--- src/rtl/arb_pkg.sv ---
`timescale 1ns/1ps
package arb_pkg;
    typedef enum logic [1:0] {
        OWN_NONE = 2'd0,
        OWN_RX   = 2'd1,
        OWN_TX   = 2'd2
    } owner_e;
endpackage

--- src/rtl/arb_len_check.sv ---
`timescale 1ns/1ps
module arb_len_check #(
    parameter int MAX_BURST = 32,
    parameter int BL_W      = $clog2(MAX_BURST) + 1
) (
    input  logic            clk,
    input  logic            rst_n,
    input  logic [BL_W-1:0] len_in,
    output logic [BL_W-1:0] len_q,
    output logic            err_q
);
    localparam int NSTEP = $clog2(MAX_BURST) + 1;

    typedef struct packed {
        logic [BL_W-1:0] len;
        logic            err;
    } lc_t;

    lc_t st_d, st_q;
    logic legal;

    always_comb begin
        legal = 1'b0;
        for (int i = 0; i < NSTEP; i++) begin
            if (len_in == BL_W'(1 << i)) legal = 1'b1;
        end
        st_d.err = ~legal;
        st_d.len = legal ? len_in : BL_W'(1);
    end

    always_ff @(posedge clk or negedge rst_n) begin
        if (!rst_n) begin
            st_q.len <= BL_W'(1);
            st_q.err <= 1'b0;
        end else begin
            st_q <= st_d;
        end
    end

    assign len_q = st_q.len;
    assign err_q = st_q.err;


    err_clamp_chk: assert property (@(posedge clk) disable iff (!rst_n)
        $past(len_in) == BL_W'(3) |-> (err_q && len_q == BL_W'(1)));
endmodule

--- src/rtl/arb_soft_reset.sv ---
`timescale 1ns/1ps
module arb_soft_reset #(
    parameter int HOLD = 4,
    parameter int CW   = $clog2(HOLD)
) (
    input  logic clk,
    input  logic rst_n,
    input  logic start,
    output logic busy
);
    typedef struct packed {
        logic          busy;
        logic [CW-1:0] cnt;
    } sr_t;

    sr_t st_d, st_q;

    always_comb begin
        st_d = st_q;
        if (st_q.busy) begin
            if (st_q.cnt == CW'(HOLD - 1)) begin
                st_d.busy = 1'b0;
                st_d.cnt  = '0;
            end else begin
                st_d.cnt = st_q.cnt + CW'(1);
            end
        end else if (start) begin
            st_d.busy = 1'b1;
            st_d.cnt  = '0;
        end
    end

    always_ff @(posedge clk or negedge rst_n) begin
        if (!rst_n) begin
            st_q.busy <= 1'b0;
            st_q.cnt  <= '0;
        end else begin
            st_q <= st_d;
        end
    end

    assign busy = st_q.busy;


    busy_start_chk: assert property (@(posedge clk) disable iff (!rst_n)
        (start && !busy) |=> busy);
endmodule

--- src/rtl/arb_core.sv ---
`timescale 1ns/1ps
module arb_core
    import arb_pkg::*;
#(
    parameter int BL_W    = 6,
    parameter int RATIO_W = 2,
    parameter int RUN_MAX = 1 << RATIO_W,
    parameter int RUN_W   = $clog2(RUN_MAX + 1)
) (
    input  logic               clk,
    input  logic               rst_n,
    input  logic               flush,
    input  logic               rx_req,
    input  logic               tx_req,
    input  logic [RATIO_W-1:0] ratio,
    input  logic               rx_strict,
    input  logic [BL_W-1:0]    len_in,
    input  logic               beat_done,
    input  logic               last_beat,
    output logic               rx_gnt,
    output logic               tx_gnt,
    output logic [BL_W-1:0]    burst_beats
);
    typedef struct packed {
        owner_e          owner;
        logic [RUN_W-1:0] rx_run;
        logic [BL_W-1:0]  beat_cnt;
        logic [BL_W-1:0]  len;
    } core_t;

    core_t st_d, st_q;
    logic burst_end, decide;
    logic [RUN_W-1:0] n_need;
    owner_e pick;

    always_comb begin
        n_need    = RUN_W'(ratio) + RUN_W'(1);
        burst_end = (st_q.owner != OWN_NONE) && beat_done &&
                    (last_beat || (st_q.beat_cnt == st_q.len - BL_W'(1)));
        decide    = (st_q.owner == OWN_NONE) || burst_end;

        if (rx_strict) begin
            pick = rx_req ? OWN_RX : (tx_req ? OWN_TX : OWN_NONE);
        end else if (rx_req && tx_req) begin
            pick = (st_q.rx_run >= n_need) ? OWN_TX : OWN_RX;
        end else begin
            pick = rx_req ? OWN_RX : (tx_req ? OWN_TX : OWN_NONE);
        end

        st_d = st_q;
        if (st_q.owner != OWN_NONE && beat_done) begin
            st_d.beat_cnt = st_q.beat_cnt + BL_W'(1);
        end
        if (decide) begin
            st_d.owner    = pick;
            st_d.beat_cnt = '0;
            if (pick != OWN_NONE) st_d.len = len_in;
            if (pick == OWN_RX && st_q.rx_run != RUN_W'(RUN_MAX)) begin
                st_d.rx_run = st_q.rx_run + RUN_W'(1);
            end
            if (pick == OWN_TX) st_d.rx_run = '0;
        end
        if (flush) begin
            st_d.owner    = OWN_NONE;
            st_d.rx_run   = '0;
            st_d.beat_cnt = '0;
        end
    end

    always_ff @(posedge clk or negedge rst_n) begin
        if (!rst_n) begin
            st_q.owner    <= OWN_NONE;
            st_q.rx_run   <= '0;
            st_q.beat_cnt <= '0;
            st_q.len      <= BL_W'(1);
        end else begin
            st_q <= st_d;
        end
    end

    assign rx_gnt      = (st_q.owner == OWN_RX);
    assign tx_gnt      = (st_q.owner == OWN_TX);
    assign burst_beats = st_q.len;


    hold_owner_chk: assert property (@(posedge clk) disable iff (!rst_n)
        (st_q.owner != OWN_NONE && !burst_end && !flush) |=> $stable(st_q.owner));


    hold_len_chk: assert property (@(posedge clk) disable iff (!rst_n)
        (st_q.owner != OWN_NONE && !burst_end && !flush) |=> $stable(burst_beats));


    strict_rx_chk: assert property (@(posedge clk) disable iff (!rst_n)
        (decide && rx_strict && rx_req && !flush) |=> rx_gnt);


    weight_yield_chk: assert property (@(posedge clk) disable iff (!rst_n)
        (decide && !rx_strict && rx_req && tx_req && st_q.rx_run >= n_need && !flush)
        |=> tx_gnt);
endmodule

--- src/rtl/dma_bus_arb.sv ---
`timescale 1ns/1ps
module dma_bus_arb #(
    parameter int MAX_BURST = 32,
    parameter int RATIO_W   = 2,
    parameter int HOLD      = 4,
    parameter int BL_W      = $clog2(MAX_BURST) + 1
) (
    input  logic               clk,
    input  logic               rst_n,
    input  logic [RATIO_W-1:0] cfg_ratio,
    input  logic               cfg_rx_strict,
    input  logic [BL_W-1:0]    cfg_burst_len,
    input  logic               soft_rst_set,
    output logic               soft_rst_busy,
    input  logic               rx_req,
    input  logic               tx_req,
    input  logic               beat_done,
    input  logic               last_beat,
    output logic               rx_gnt,
    output logic               tx_gnt,
    output logic [BL_W-1:0]    burst_beats,
    output logic               cfg_err
);
    logic [BL_W-1:0] len_clean;
    logic flush;

    arb_len_check #(.MAX_BURST(MAX_BURST), .BL_W(BL_W)) u_len (
        .clk    (clk),
        .rst_n  (rst_n),
        .len_in (cfg_burst_len),
        .len_q  (len_clean),
        .err_q  (cfg_err)
    );

    arb_soft_reset #(.HOLD(HOLD)) u_sreset (
        .clk   (clk),
        .rst_n (rst_n),
        .start (soft_rst_set),
        .busy  (soft_rst_busy)
    );

    assign flush = soft_rst_set | soft_rst_busy;

    arb_core #(.BL_W(BL_W), .RATIO_W(RATIO_W)) u_core (
        .clk         (clk),
        .rst_n       (rst_n),
        .flush       (flush),
        .rx_req      (rx_req),
        .tx_req      (tx_req),
        .ratio       (cfg_ratio),
        .rx_strict   (cfg_rx_strict),
        .len_in      (len_clean),
        .beat_done   (beat_done),
        .last_beat   (last_beat),
        .rx_gnt      (rx_gnt),
        .tx_gnt      (tx_gnt),
        .burst_beats (burst_beats)
    );


    flush_idle_chk: assert property (@(posedge clk) disable iff (!rst_n)
        soft_rst_busy |=> (!rx_gnt && !tx_gnt));


    rx_req_first_chk: assert property (@(posedge clk) disable iff (!rst_n)
        $rose(rx_gnt) |-> $past(rx_req));


    tx_req_first_chk: assert property (@(posedge clk) disable iff (!rst_n)
        $rose(tx_gnt) |-> $past(tx_req));


    clamp_grant_chk: assert property (@(posedge clk) disable iff (!rst_n)
        ($rose(rx_gnt) && $past(cfg_err)) |-> burst_beats == BL_W'(1));
endmodule

--- config.mk ---
export PLATFORM = sky130hd
export DESIGN_NAME = dma_bus_arb
export DESIGN_NICKNAME = d
export VERILOG_FILES = /design/src/rtl/arb_pkg.sv /design/src/rtl/arb_len_check.sv /design/src/rtl/arb_soft_reset.sv /design/src/rtl/arb_core.sv /design/src/rtl/dma_bus_arb.sv
export SDC_FILE = /design/constraint.sdc
export NUM_CORES = 1
export LEC_CHECK = 0
export ABC_AREA = 1
export BUFFER_PORTS_ARGS = -buffer_cell sky130_fd_sc_hd__buf_2
export CORE_MARGIN = 2
export CORE_UTILIZATION = 58
export CTS_BUF_LIST = sky130_fd_sc_hd__clkbuf_4
export DETAILED_ROUTE_END_ITERATION = 10
export GPL_TIMING_DRIVEN = 0
export PLACE_DENSITY = 0.82
export SLEW_MARGIN = 20
export SYNTH_ARGS = -nofsm -noshare
export SYNTH_HDL_FRONTEND = slang
export SYNTH_SLANG_ARGS = --single-unit
--- constraint.sdc ---
create_clock -name clk -period 2.5 [get_ports clk]
set_clock_uncertainty 0.2 [all_clocks]
set_input_delay 0.25 -clock clk [delete_from_list [all_inputs] [get_ports clk]]
set_output_delay 0.25 -clock clk [all_outputs]
set_load 0.02 [all_outputs]
==> reports/qor.log, run 1 <==
INFO  logic_synthesis seq_area_frac_synth=41.9%
INFO  final_layout   post-route-util=70.6%
INFO  run            drv_cap=0
INFO  power          leak_pwr=1.04nW
INFO  die            core_region=2710um2
INFO  logic_synthesis synth.area.top_cells=sky130_fd_sc_hd__dfrtp_1, sky130_fd_sc_hd__nand2_1, sky130_fd_sc_hd__inv_1
INFO  timing         maxClockFrequency=0.440GHz
INFO  critical_path  cp-start-kind=flop
INFO  timing         final_period_utilization=91.0%
INFO  logic_synthesis post_synthesis_instance_area=1620um2
INFO  place          worst_setup_slack_after_placement=0.219ns
INFO  critical_path  sort_of_element_at_the_end_of_the_critical_path=flop
INFO  timing         worst_slew_margin_rel=62.9%
INFO  logic_synthesis avgSynthCellArea=7.43um2
INFO  timing         tmin_final=2.28ns
INFO  place          dp_hpwl=2290um
INFO  place          place_inst=274
INFO  routing        route.antenna.remaining_nets=0
INFO  place          place.port_buffers=25
INFO  timing         timing_hold_violations_final=0
INFO  final_layout   fin_area=1910um2
INFO  critical_path  crit_fanout=9
INFO  clock_network  clock_insertion_delay_worst_skew=0.33ns
INFO  global_routing grt_pass1_vias=1377
INFO  die            pin_count=26
INFO  logic_synthesis synth.net_count=243
INFO  timing         slew_viol_final=0
INFO  die            die_area=3230um2
INFO  clock_network  post_cts_buffers=0
INFO  routing        finalWirelength=3000um
INFO  critical_path  crit_required=2.53ns
INFO  clock_network  cts_buffers=3
INFO  critical_path  critical_path.slowest_cell=sky130_fd_sc_hd__dfstp_2
INFO  critical_path  cp_data_arrival_time=2.31ns
INFO  global_routing antenna_violations_before_repair=0
INFO  timing         grt_setup_unrepaired=no
INFO  routing        avgRoutedWirePerCell=10.4um
INFO  clock_network  clock_path_buffers=2
INFO  routing        detailedRoute.firstPassIterationCount=5
INFO  die            chipHeight=56.9um
INFO  logic_synthesis number_of_standard_cells_after_synthesis=218
INFO  final_layout   area.growth.synth_to_final=18.1%
INFO  final_layout   nFillCells=233
INFO  die            placement_rows=19
INFO  global_routing grt_max_degree=28
INFO  timing         report.final.setup_viol=0
INFO  critical_path  worstPathCellList=inv_2 -> ha_1 -> inv_1 -> nand2_1 -> nand2_1 -> nor2_1 -> nand2_1 -> nor2_1 -> nand3_1 -> nand2_1 -> nand2_2 -> nand3_2 -> nand2_1 -> nand2_1 -> nand2_1
INFO  final_layout   fin_nets=283
INFO  power          power.density_cell_area=510nW/um2
INFO  logic_synthesis yosysUniqueCellTypes=25
INFO  clock_network  tritoncts=yes
INFO  outcome        outcome=completed
INFO  final_layout   num_antenna_cells=0
INFO  logic_synthesis synth_area_leader_cell=sky130_fd_sc_hd__dfrtp_1
INFO  logic_synthesis flop_and_latch_count_out_of_synthesis=27
INFO  global_routing wire_length_of_the_first_global_routing_pass=5530um
INFO  clock_network  clk_transition_reported_paths=0.14ns
INFO  critical_path  critical-path-top-cell-by-count=sky130_fd_sc_hd__nand2_1
INFO  clock_network  cts_sinks=27
INFO  die            floorplan.initialDensity=59.8%
INFO  global_routing grt_usage=21.9%
INFO  timing         worst-slew-pin-transition=0.543ns
INFO  routing        number_of_vias_per_cell_after_detailed_routing=5.00
INFO  power          ir_drop=572uV
INFO  clock_network  cts_max_level=1
INFO  logic_synthesis netlist.area_leader.share=38.6%
INFO  routing        detail_route.iter0.violations=52
INFO  critical_path  critical_path_class=flop to flop
INFO  clock_network  clock_tree.root_cell=sky130_fd_sc_hd__clkbuf_4
INFO  critical_path  max_stage_delay=0.61ns
INFO  routing        route.vias.total=1439
INFO  place          finalWeightedCongestion=0.829
INFO  worst_hold_path min_path_type=input pin to flop
INFO  timing         finalWorstSetupSlack=0.225ns
INFO  logic_synthesis synth.yosys.warnings=0
INFO  timing         post_route_setup_tns=0ns
INFO  final_layout   final_non_filler_cells=288
INFO  routing        drt_drc_violations_left=0
INFO  die            die_width=56.9um
INFO  place          placed_cell_area=1780um2
INFO  global_routing grt_remaining_overflow=0
INFO  final_layout   final_layout_size_suffix_gt1_share=17.9%
## flip-flops by register name, indices dropped and copies added (netlist names)
register            flops
u_core.st_q            11
u_core.burst_beats      6
u_len.len_q             6
u_sreset.st_q           2
u_len.err_q             1
u_sreset.busy           1
## worst max-delay path: cells and delay by family (launching register included)
| family | cells | cell delay (ns) |
|---|---|---|
| flip-flops | 1 | 0.61 |
| adder cells (fa/ha/maj) | 1 | 0.29 |
| buffers and inverters | 2 | 0.10 |
| AND/OR/NAND/NOR | 12 | 0.96 |
## Yosys cell counts
library cell,n
sky130_fd_sc_hd__a21oi_1,6
sky130_fd_sc_hd__nand2_1,60
sky130_fd_sc_hd__o21a_1,1
sky130_fd_sc_hd__dfstp_2,2
sky130_fd_sc_hd__ha_1,9
sky130_fd_sc_hd__nor4_2,1
sky130_fd_sc_hd__dfrtp_1,25
sky130_fd_sc_hd__nor2_2,1
sky130_fd_sc_hd__nor3_1,3
sky130_fd_sc_hd__nand3_1,18
sky130_fd_sc_hd__inv_1,33
sky130_fd_sc_hd__buf_4,6
sky130_fd_sc_hd__xor2_1,3
sky130_fd_sc_hd__nor2_1,28
sky130_fd_sc_hd__nand4_1,3
sky130_fd_sc_hd__buf_6,1
sky130_fd_sc_hd__a2111oi_0,1
sky130_fd_sc_hd__o21ai_0,6
sky130_fd_sc_hd__nor4_1,1
sky130_fd_sc_hd__a22o_1,1
sky130_fd_sc_hd__nand2_2,2
sky130_fd_sc_hd__inv_2,3
sky130_fd_sc_hd__nand3b_1,1
sky130_fd_sc_hd__xnor2_1,2
sky130_fd_sc_hd__nand3_2,1
## layer usage
| layer | vias to the layer above | routed length (um) | share of wire, % | track usage (%) |
|---|---|---|---|---|
| li1 | 750 | - | - | - |
| met1 | 643 | 1360 | 45 | 27.1 |
| met2 | 41 | 1460 | 49 | 38.4 |
| met3 | 5 | 126 | 4.2 | 2.76 |
| met4 | 0 | 57 | 1.9 | 8.97 |
| met5 | - | 0 | 0 | 0 |
## cell type report
type | count | area, um2 | share of cell area (%)
tap | 31 | 38.8 | 2.03
buffer | 7 | 56.3 | 2.94
inverter | 36 | 135 | 7.06
multi-input combinational | 148 | 751 | 39.2
timing repair buffer | 35 | 225 | 11.8
clock buffer | 4 | 30.0 | 1.57
sequential | 27 | 678 | 35.4
## cells by family after synthesis
kind of cell | share of synthesized area [%]
AND/OR/NAND/NOR | 31.4
buffers and inverters | 11.8
flip-flops | 41.9
AO/OA/AOI/OAI | 5.25
adder cells (fa/ha/maj) | 6.95
XOR/XNOR | 2.70
## power breakdown
part	switching, W	total, W	leakage [nW]	internal [W]
sequential	0.0000322	0.000507	0.357	0.000475
combinational	0.000157	0.000273	0.665	0.000116
clock	0.000122	0.000195	0.0184	0.0000734
total	0.000311	0.000976	1.04	0.000665
## final timing paths
check                                             startpoint                                end  slack (ns)  cells after the start
min in group asynchronous                              rst_n           u_len.len_q[2]$_DFF_PN0_        0.23                      2
setup / recovery           u_core.burst_beats[0]$_DFFE_PN1P_        u_core.st_q[13]$_DFFE_PN0P_        0.22                     15
max in group asynchronous                              rst_n  u_core.burst_beats[5]$_DFFE_PN0P_        1.50                      2
hold / removal                                  soft_rst_set        u_core.st_q[12]$_DFFE_PN0P_        0.06                      4
hold reg to reg                     u_len.len_q[0]$_DFF_PN1_  u_core.burst_beats[0]$_DFFE_PN1P_        0.28                      2
setup reg to reg           u_core.burst_beats[0]$_DFFE_PN1P_        u_core.st_q[13]$_DFFE_PN0P_        0.22                     15
## through the flow
stage,power (W),hold slack (ns)
global placement,0.000773,0.0789
global route,0.00105,0.0787
floorplan,0.000703,-0.246
CTS,0.000983,0.0523
finish,0.000976,0.0563
detailed placement,0.000780,0.0818
## cells in the final DEF, fill, tap and decap left out, drive strengths merged, types with 4 or more instances in the layout
cell	instances
o21ai	6
clkbuf	4
ha	9
inv	36
a21oi	6
dfrtp	25
nor2	29
buf	32
dlygate4sd3	10
nand2	62
nand3	19
## timing repair
item | 4_1_cts | 5_1_grt
hold buffers | 10 | 0
gates resized for setup | 0 | 0
hold endpoints to repair | 31 | 0
No activity file was read; power rests on OpenSTA's default activity.
==> run 2, diff against run 1 <==
--- a/config.mk
+++ b/config.mk
@@ -12,8 +12,9 @@
 export CTS_BUF_LIST = sky130_fd_sc_hd__clkbuf_4
 export DETAILED_ROUTE_END_ITERATION = 10
 export GPL_TIMING_DRIVEN = 0
-export PLACE_DENSITY = 0.82
+export PLACE_DENSITY = 0.81
 export SLEW_MARGIN = 20
 export SYNTH_ARGS = -nofsm -noshare
 export SYNTH_HDL_FRONTEND = slang
+export SYNTH_HIERARCHICAL = 1
 export SYNTH_SLANG_ARGS = --single-unit
==> run 2 against run 1 <==
Net effect: maximum frequency fell by 1.1%; die area increased by 3.6%; sequential share of layout area down 0.95 points; register-to-register slack lost 0.02 ns; synthesized cell count up 7.3%; clock-buffer cell count stayed put; first-iteration DRC count is 37% higher; design area is 2.7% higher; critical path depth unchanged; utilization grew 0.69 points; largest cell class unchanged.
==> reports/qor.log, run 2 <==
INFO  logic_synthesis postSynth.asyncResetShare=100% [unchanged]
INFO  routing        route.antenna.remaining_nets=0 [unchanged]
INFO  global_routing grt_remaining_overflow=0 [unchanged]
INFO  timing         timing_hold_violations_final=0 [unchanged]
INFO  routing        drt_drc_violations_left=0 [unchanged]
INFO  critical_path  crit_fanout=9 [unchanged]
INFO  final_layout   post-route-util=71.3% [was 70.6%]
INFO  place          finalWeightedCongestion=0.861 [was 0.829]
INFO  logic_synthesis synth_area_leader_cell=sky130_fd_sc_hd__dfrtp_1 [unchanged]
INFO  final_layout   final_non_filler_cells=303 [was 288]
INFO  timing         worst-slew-pin-transition=0.571ns [was 0.543 ns]
INFO  logic_synthesis yosysUniqueCellTypes=23 [was 25]
INFO  timing         post_route_setup_tns=0ns [unchanged]
INFO  logic_synthesis synth.net_count=259 [was 243]
INFO  place          place.port_buffers=25 [unchanged]
INFO  global_routing grt_pass1_vias=1415 [was 1377]
INFO  die            floorplan.initialDensity=61.0% [was 59.8%]
INFO  logic_synthesis netlist.area_leader.share=37.2% [was 38.6%]
INFO  power          power.density_cell_area=517nW/um2 [was 510 nW/um2]
INFO  final_layout   reg_with_most_ffs=u_core/st_q [was u_core.st_q]
INFO  routing        finalWirelength=3110um [was 3000 um]
INFO  outcome        outcome=completed [unchanged]
INFO  logic_synthesis synth_top_family_by_area=simple AND/OR/NAND/NOR gates [unchanged]
INFO  logic_synthesis synth_xor_area_share=3.12% [was 2.70%]
INFO  routing        number_of_vias_per_cell_after_detailed_routing=4.90 [was 5.00]
INFO  routing        detail_route.iter0.violations=71 [was 52]
INFO  logic_synthesis synth_enable_flop_cells=0 [unchanged]
INFO  routing        detailedRoute.firstPassIterationCount=4 [was 5]
INFO  critical_path  cp-start-kind=flop [unchanged]
INFO  critical_path  r2r_slack=0.20ns [was 0.22 ns]
INFO  timing         slew_viol_final=0 [unchanged]
INFO  final_layout   fin_nets=298 [was 283]
INFO  place          dp_hpwl=2330um [was 2290 um]
INFO  timing         fin_hold_ws=0.0456ns [was 0.0563 ns]
INFO  logic_synthesis synth.yosys.warnings=6 [was 0]
INFO  clock_network  cts_sinks=27 [unchanged]
INFO  logic_synthesis synth_adder_area_share=6.69% [was 6.95%]
INFO  critical_path  critical_path.slowest_cell=sky130_fd_sc_hd__dfstp_2 [unchanged]
INFO  clock_network  cts_max_level=1 [unchanged]
INFO  worst_hold_path min_path_type=input pin to flop [unchanged]
INFO  clock_network  tritoncts=yes [unchanged]
INFO  timing         final_period_utilization=92.0% [was 91.0%]
INFO  routing        avgRoutedWirePerCell=10.2um [was 10.4 um]
INFO  timing         worst_slew_margin_rel=61.9% [was 62.9%]
INFO  clock_network  post_cts_resized=0 [unchanged]
INFO  final_layout   mostFrequentLayoutCell=sky130_fd_sc_hd__nand2_1 [unchanged]
INFO  clock_network  clock_tree.root_cell=sky130_fd_sc_hd__clkbuf_4 [unchanged]
INFO  global_routing grt_usage=21.2% [was 21.9%]
INFO  clock_network  clk_transition_reported_paths=0.14ns [about the same]
INFO  logic_synthesis post_synthesis_instance_area=1680um2 [was 1620 um2]
INFO  timing         grt_setup_unrepaired=no [unchanged]
INFO  routing        route.vias.total=1485 [was 1439]
INFO  final_layout   largest_register_ff_count=11 [unchanged]
INFO  logic_synthesis number_of_standard_cells_after_synthesis=234 [was 218]
INFO  critical_path  worstPathCellList=inv_2 -> ha_1 -> inv_1 -> nand2_1 -> nand2_1 -> nor2_1 -> nand2_1 -> nor2_1 -> nand3_1 -> nand2_1 -> nand2_2 -> nand3_2 -> nand2_1 -> nand2_1 -> nand2_1 [unchanged]
INFO  timing         maxClockFrequency=0.435GHz [was 0.440 GHz]
INFO  logic_synthesis synth_mux_area_share=0% [unchanged]
INFO  timing         report.final.setup_viol=0 [unchanged]
INFO  power          leak_pwr=1.12nW [was 1.04 nW]
INFO  critical_path  sort_of_element_at_the_end_of_the_critical_path=flop [unchanged]
INFO  logic_synthesis yosys.cell_count.top_type=sky130_fd_sc_hd__nand2_1 [unchanged]
INFO  final_layout   layout.cells.most_common_list=sky130_fd_sc_hd__nand2_1, sky130_fd_sc_hd__inv_1, sky130_fd_sc_hd__buf_2, sky130_fd_sc_hd__nor2_1, sky130_fd_sc_hd__dfrtp_1 [was sky130_fd_sc_hd__nand2_1, sky130_fd_sc_hd__inv_1, sky130_fd_sc_hd__nor2_1]
INFO  final_layout   final_layout_size_suffix_gt1_share=17.3% [was 17.9%]
INFO  die            pin_count=26 [unchanged]
INFO  logic_synthesis synthFlopType=sky130_fd_sc_hd__dfrtp_1 [unchanged]
INFO  die            die_area=3350um2 [was 3230 um2]
INFO  die            die_width=57.9um [was 56.9 um]
INFO  logic_synthesis avgSynthCellArea=7.19um2 [was 7.43 um2]
INFO  final_layout   area.growth.synth_to_final=16.9% [was 18.1%]
INFO  clock_network  clock_path_buffers=2 [unchanged]
INFO  critical_path  crit_required=2.53ns [about the same]
INFO  final_layout   num_antenna_cells=0 [unchanged]
INFO  logic_synthesis synth_compound_area_share=2.83% [was 5.25%]
INFO  critical_path  max_stage_delay=0.61ns [about the same]
INFO  logic_synthesis flop_and_latch_count_out_of_synthesis=27 [unchanged]
INFO  place          place_inst=290 [was 274]
INFO  die            placement_rows=19 [unchanged]
INFO  critical_path  cp_data_arrival_time=2.33ns [was 2.31 ns]
INFO  power          ir_drop=631uV [was 572 uV]
INFO  timing         tmin_final=2.30ns [was 2.28 ns]
INFO  global_routing antenna_violations_before_repair=0 [unchanged]
INFO  run            drv_cap=0 [unchanged]
INFO  logic_synthesis seq_area_frac_synth=40.3% [was 41.9%]
INFO  global_routing grt_max_degree=28 [unchanged]
INFO  clock_network  clock_insertion_delay_worst_skew=0.32ns [was 0.33 ns]
INFO  die            core_region=2760um2 [was 2710 um2]
INFO  clock_network  cts_buffers=3 [unchanged]
INFO  critical_path  critical-path-top-cell-by-count=sky130_fd_sc_hd__nand2_1 [unchanged]
INFO  logic_synthesis post_synth_most_frequent_cells=sky130_fd_sc_hd__nand2_1, sky130_fd_sc_hd__inv_1, sky130_fd_sc_hd__dfrtp_1, sky130_fd_sc_hd__nor2_1, sky130_fd_sc_hd__nand3_1 [was sky130_fd_sc_hd__nand2_1, sky130_fd_sc_hd__inv_1, sky130_fd_sc_hd__nor2_1, sky130_fd_sc_hd__dfrtp_1, sky130_fd_sc_hd__nand3_1]
INFO  logic_synthesis synth_simple_gate_area_share=34.8% [was 31.4%]
INFO  critical_path  critical_path_class=flop to flop [unchanged]
INFO  logic_synthesis synth.area.top_cells=sky130_fd_sc_hd__dfrtp_1, sky130_fd_sc_hd__nand2_1, sky130_fd_sc_hd__inv_1 [unchanged]
INFO  die            chipHeight=57.9um [was 56.9 um]
INFO  global_routing wire_length_of_the_first_global_routing_pass=5580um [was 5530 um]
-- run 2: cell types whose count changed after synthesis, moves of 2 or more --
cell / change
sky130_fd_sc_hd__nor2_1: -3
sky130_fd_sc_hd__nor2_4: +2
sky130_fd_sc_hd__nand2_1: +19
sky130_fd_sc_hd__nand3_1: -2
sky130_fd_sc_hd__o21ai_0: -4
sky130_fd_sc_hd__inv_1: +5
sky130_fd_sc_hd__nand4_1: +2
-- run 2: cell type report --
type	count	area (um2)
repair buffers	34	215
multi-input cells	160	798
well taps	31	38.8
plain buffers	7	56.3
inverters	40	150
fillers	220	791
flip-flops and latches	27	678
clock buffers	4	30.0
-- run 2: metal layers --
| metal | up-vias | GRT usage (%) | wire length (um) |
|---|---|---|---|
| li1 | 790 | - | - |
| met1 | 666 | 26.5 | 1380 |
| met2 | 25 | 38.1 | 1600 |
| met3 | 4 | 2.01 | 75 |
| met4 | 0 | 7.64 | 44 |
| met5 | - | 0 | 0 |
-- run 2: path summary, 6_finish.rpt --
| kind | from | depth (start not counted) | endpoint |
|---|---|---|---|
| max | u_core/burst_beats[0]$_DFFE_PN1P_ | 15 | u_core/st_q[13]$_DFFE_PN0P_ |
| min | cfg_burst_len[3] | 4 | u_len/len_q[1]$_DFF_PN0_ |
| max reg2reg | u_core/burst_beats[0]$_DFFE_PN1P_ | 15 | u_core/st_q[13]$_DFFE_PN0P_ |
| min reg2reg | u_len/len_q[0]$_DFF_PN1_ | 2 | u_core/burst_beats[0]$_DFFE_PN1P_ |
| max in group asynchronous | rst_n | 2 | u_len/len_q[0]$_DFF_PN1_ |
| min in group asynchronous | rst_n | 2 | u_sreset/st_q[1]$_DFFE_PN0P_ |
-- run 2: repair_timing --
item	CTS	global route
hold buffers	9	0
hold endpoints to repair	33	0
buffers inserted	0	0
-- run 2: where the power goes --
part | switching (W) | leakage [nW] | internal, W | total [W]
sequential | 0.0000372 | 0.357 | 0.000478 | 0.000515
combinational | 0.000186 | 0.741 | 0.000120 | 0.000306
clock | 0.000122 | 0.0184 | 0.0000733 | 0.000195
-- run 2: critical path: cells and delay by family (launching register included) --
| family | cells | cell delay [ns] |
|---|---|---|
| fa+ha+maj | 1 | 0.29 |
| simple gates | 12 | 1.00 |
| flops | 1 | 0.61 |
| buf+inv | 2 | 0.11 |
-- run 2: cell families (layout without fill, tap and decap cells) --
group / Yosys count / in the layout
compound gates: 9 / 9
xor+xnor: 6 / 6
simple gates: 136 / 136
flops: 27 / 27
fa+ha+maj: 9 / 9
buf+inv: 47 / 85
-- run 2: through the flow --
step	setup WS, ns	area [um2]	power [W]
2_1_floorplan	0.504	1680	0.000736
3_3_place_gp	0.233	1850	0.000813
3_5_place_dp	0.185	1850	0.000822
4_1_cts	0.191	1970	0.00103
5_1_grt	0.0316	1970	0.00110
6_report	0.200	1970	0.00102
==> run 3, diff against run 2 <==
--- a/config.mk
+++ b/config.mk
@@ -7,12 +7,15 @@
 export LEC_CHECK = 0
 export ABC_AREA = 1
 export BUFFER_PORTS_ARGS = -buffer_cell sky130_fd_sc_hd__buf_2
+export CELL_PAD_IN_SITES_DETAIL_PLACEMENT = 2
+export CELL_PAD_IN_SITES_GLOBAL_PLACEMENT = 2
 export CORE_MARGIN = 2
-export CORE_UTILIZATION = 58
+export CORE_UTILIZATION = 33
 export CTS_BUF_LIST = sky130_fd_sc_hd__clkbuf_4
 export DETAILED_ROUTE_END_ITERATION = 10
+export GPL_ROUTABILITY_DRIVEN = 0
 export GPL_TIMING_DRIVEN = 0
-export PLACE_DENSITY = 0.81
+export PLACE_DENSITY_LB_ADDON = 0.1
 export SLEW_MARGIN = 20
 export SYNTH_ARGS = -nofsm -noshare
 export SYNTH_HDL_FRONTEND = slang
==> run 3 against run 2 <==
Net effect: design area rose by 3.3%; non-clock buffer count is 2 higher; setup slack improved by 0.012 ns; final cell count rose by 13%; hold slack worse by 0.012 ns; maximum frequency up 0.53%; clock power grew 2%; flip-flop and latch count stayed put; routed wire length grew 34%; combinational power up 10%; critical endpoint is now u_core/burst_beats[4]$_DFFE_PN0P_.
==> reports/qor.log, run 3 (synthesis gave the netlist of run 2 again) <==
INFO  timing         tmin_final=2.29ns [was 2.30 ns]
INFO  die            floorplan.initialDensity=34.9% [was 61.0%]
INFO  timing         worst-slew-pin-transition=0.634ns [was 0.571 ns]
INFO  final_layout   largest_register_ff_count=11 [unchanged]
INFO  power          leak_pwr=1.12nW [about the same]
INFO  die            chipHeight=75.4um [was 57.9 um]
INFO  routing        number_of_vias_per_cell_after_detailed_routing=4.56 [was 4.90]
INFO  global_routing grt_usage=16.7% [was 21.2%]
INFO  critical_path  crit_fanout=6 [was 9]
INFO  outcome        outcome=completed [unchanged]
INFO  global_routing grt_pass1_vias=1678 [was 1415]
INFO  critical_path  cp_data_arrival_time=2.33ns [about the same]
INFO  final_layout   post-route-util=42.2% [was 71.3%]
INFO  global_routing antenna_violations_before_repair=0 [unchanged]
INFO  routing        detailedRoute.firstPassIterationCount=3 [was 4]
INFO  clock_network  cts_max_level=1 [unchanged]
INFO  critical_path  cp-start-kind=flop [unchanged]
INFO  timing         grt_setup_unrepaired=no [unchanged]
INFO  routing        avgRoutedWirePerCell=12.2um [was 10.2 um]
INFO  clock_network  clock_tree.root_cell=sky130_fd_sc_hd__clkbuf_4 [unchanged]
INFO  die            core_region=4820um2 [was 2760 um2]
INFO  power          power.switching=0.000383W [was 0.000345 W]
INFO  power          ir_drop=244uV [was 631 uV]
INFO  routing        detail_route.iter0.violations=21 [was 71]
INFO  place          dp_hpwl=3300um [was 2330 um]
INFO  power          power.sequential.fraction=49.0% [was 50.7%]
INFO  global_routing grt_remaining_overflow=0 [unchanged]
INFO  final_layout   fin_nets=300 [was 298]
INFO  power          clkPwrFrac=18.9% [was 19.2%]
INFO  critical_path  sort_of_element_at_the_end_of_the_critical_path=flop [unchanged]
INFO  timing         timing_hold_violations_final=0 [unchanged]
INFO  final_layout   layout.cells.most_common_list=sky130_fd_sc_hd__nand2_1, sky130_fd_sc_hd__inv_1, sky130_fd_sc_hd__buf_2, sky130_fd_sc_hd__nor2_1, sky130_fd_sc_hd__dfrtp_1 [unchanged]
INFO  timing         maxClockFrequency=0.437GHz [was 0.435 GHz]
INFO  power          intPower=0.000669W [was 0.000671 W]
INFO  clock_network  clock_path_buffers=2 [unchanged]
INFO  global_routing grt_max_degree=28 [unchanged]
INFO  final_layout   area.growth.synth_to_final=20.7% [was 16.9%]
INFO  final_layout   fin_area=2030um2 [was 1970 um2]
INFO  power          comb_power_share=32.1% [was 30.1%]
INFO  die            die_width=75.4um [was 57.9 um]
INFO  timing         slew_viol_final=0 [unchanged]
INFO  clock_network  clock_insertion_delay_worst_skew=0.34ns [was 0.32 ns]
INFO  routing        drt_drc_violations_left=0 [unchanged]
INFO  clock_network  clk_transition_reported_paths=0.15ns [was 0.14 ns]
INFO  final_layout   num_antenna_cells=0 [unchanged]
INFO  worst_hold_path min_path_type=input pin to flop [unchanged]
INFO  clock_network  cts_sinks=27 [unchanged]
INFO  routing        finalWirelength=4180um [was 3110 um]
INFO  run            drv_cap=0 [unchanged]
INFO  global_routing wire_length_of_the_first_global_routing_pass=7310um [was 5580 um]
INFO  die            pin_count=26 [unchanged]
INFO  critical_path  critical_path_class=flop to flop [unchanged]
INFO  timing         post_route_setup_tns=0ns [unchanged]
INFO  place          placed_cell_area=1890um2 [was 1850 um2]
INFO  critical_path  crit_required=2.54ns [was 2.53 ns]
INFO  final_layout   mostFrequentLayoutCell=sky130_fd_sc_hd__nand2_1 [unchanged]
INFO  die            placement_rows=25 [was 19]
INFO  place          place.port_buffers=25 [unchanged]
INFO  power          power.density_cell_area=517nW/um2 [about the same]
INFO  clock_network  cts_buffers=3 [unchanged]
INFO  timing         final_period_utilization=91.5% [was 92.0%]
INFO  routing        route.antenna.remaining_nets=0 [unchanged]
INFO  clock_network  tritoncts=yes [unchanged]
INFO  power          power.share.switching=36.4% [was 33.9%]
INFO  final_layout   reg_with_most_ffs=u_core/st_q [unchanged]
INFO  timing         worst_slew_margin_rel=57.7% [was 61.9%]
INFO  die            die_area=5690um2 [was 3350 um2]
INFO  routing        route.vias.total=1555 [was 1485]
INFO  timing         report.final.setup_viol=0 [unchanged]
INFO  final_layout   final_layout_size_suffix_gt1_share=17.9% [was 17.3%]
==> run 3: cell count changes in the layout (fill, tap and decap cells not counted) <==
cell,previous run,this run
sky130_fd_sc_hd__buf_4,6,8
sky130_fd_sc_hd__clkbuf_4,4,3
sky130_fd_sc_hd__clkinv_2,0,1
sky130_fd_sc_hd__nand3_2,1,0
sky130_fd_sc_hd__nand3_4,0,1
==> run 3: critical path, stage by stage, from the launching register on <==
cell and delay (ns):
sky130_fd_sc_hd__dfstp_2 0.59, sky130_fd_sc_hd__inv_2 0.07, sky130_fd_sc_hd__ha_1 0.29, sky130_fd_sc_hd__inv_1 0.04, sky130_fd_sc_hd__nand2_1 0.05, sky130_fd_sc_hd__nand2_1 0.05, sky130_fd_sc_hd__nor2_1 0.08, sky130_fd_sc_hd__nand2_1 0.05
sky130_fd_sc_hd__nor2_1 0.09, sky130_fd_sc_hd__nand3_1 0.09, sky130_fd_sc_hd__nand2_1 0.08, sky130_fd_sc_hd__nand2_2 0.08, sky130_fd_sc_hd__nand2_2 0.09, sky130_fd_sc_hd__nand2_1 0.16, sky130_fd_sc_hd__nand2_1 0.11, sky130_fd_sc_hd__nand2_1 0.06
==> run 3: power groups by stage <==
stage | logic (W) | clock network (W) | registers [W]
6_report | 0.000338 | 0.000199 | 0.000515
3_5_place_dp | 0.000319 | 0 | 0.000527
4_1_cts | 0.000329 | 0.000207 | 0.000518
5_1_grt | 0.000393 | 0.000226 | 0.000522
2_1_floorplan | 0.000209 | 0 | 0.000528
3_3_place_gp | 0.000305 | 0 | 0.000525
==> run 3: per-stage QoR <==
stage                     total power [W]  hold WS, ns  setup slack [ns]  std cells
final                             0.00105       0.0337             0.212        341
after global routing              0.00114       0.0500            0.0270        341
after CTS                         0.00105       0.0367             0.114        339
after detailed placement         0.000846        0.116             0.128        326
after global placement           0.000830        0.110             0.174        326
after floorplan                  0.000736       -0.246             0.504        234
==> run 3: worst paths after layout <==
check / start / endpoint / slack (ns) / cells past startpoint
worst max-delay path: u_core/burst_beats[0]$_DFFE_PN1P_ / u_core/burst_beats[4]$_DFFE_PN0P_ / 0.21 / 15
worst min-delay path: cfg_burst_len[3] / u_len/len_q[1]$_DFF_PN0_ / 0.03 / 4
worst max register to register: u_core/burst_beats[0]$_DFFE_PN1P_ / u_core/burst_beats[4]$_DFFE_PN0P_ / 0.21 / 15
worst min register to register: u_len/len_q[5]$_DFF_PN0_ / u_core/burst_beats[5]$_DFFE_PN0P_ / 0.30 / 2
max in group asynchronous: rst_n / u_len/err_q$_DFF_PN0_ / 1.45 / 2
min in group asynchronous: rst_n / u_core/st_q[15]$_DFFE_PN0P_ / 0.24 / 2
==> run 3: layer usage <==
layer,wire (um),up-vias,track usage [%]
met1,1900,741,20.2
li1,-,795,-
met2,2140,14,30.7
met5,0,-,0
met4,49,0,3.51
met3,90,5,3.04
==> run 3: final cells by class <==
type                    instances  area [um2]
fillers                       616        2790
multi-input cells             160         806
flip-flops and latches         27         678
repair buffers                 36         230
inverters                      40         150
well taps                      67        83.8
plain buffers                   7        56.3
clock buffers                   3        22.5
clock inverters                 1        5.00
==> run 3: what timing repair did <==
item                                   in CTS  in global routing
setup buffers                               0                  2
resized for setup                           0                  1
setup endpoints to repair                   0                  3
endpoints found under the hold margin      34                  0
hold buffers                                9                  0
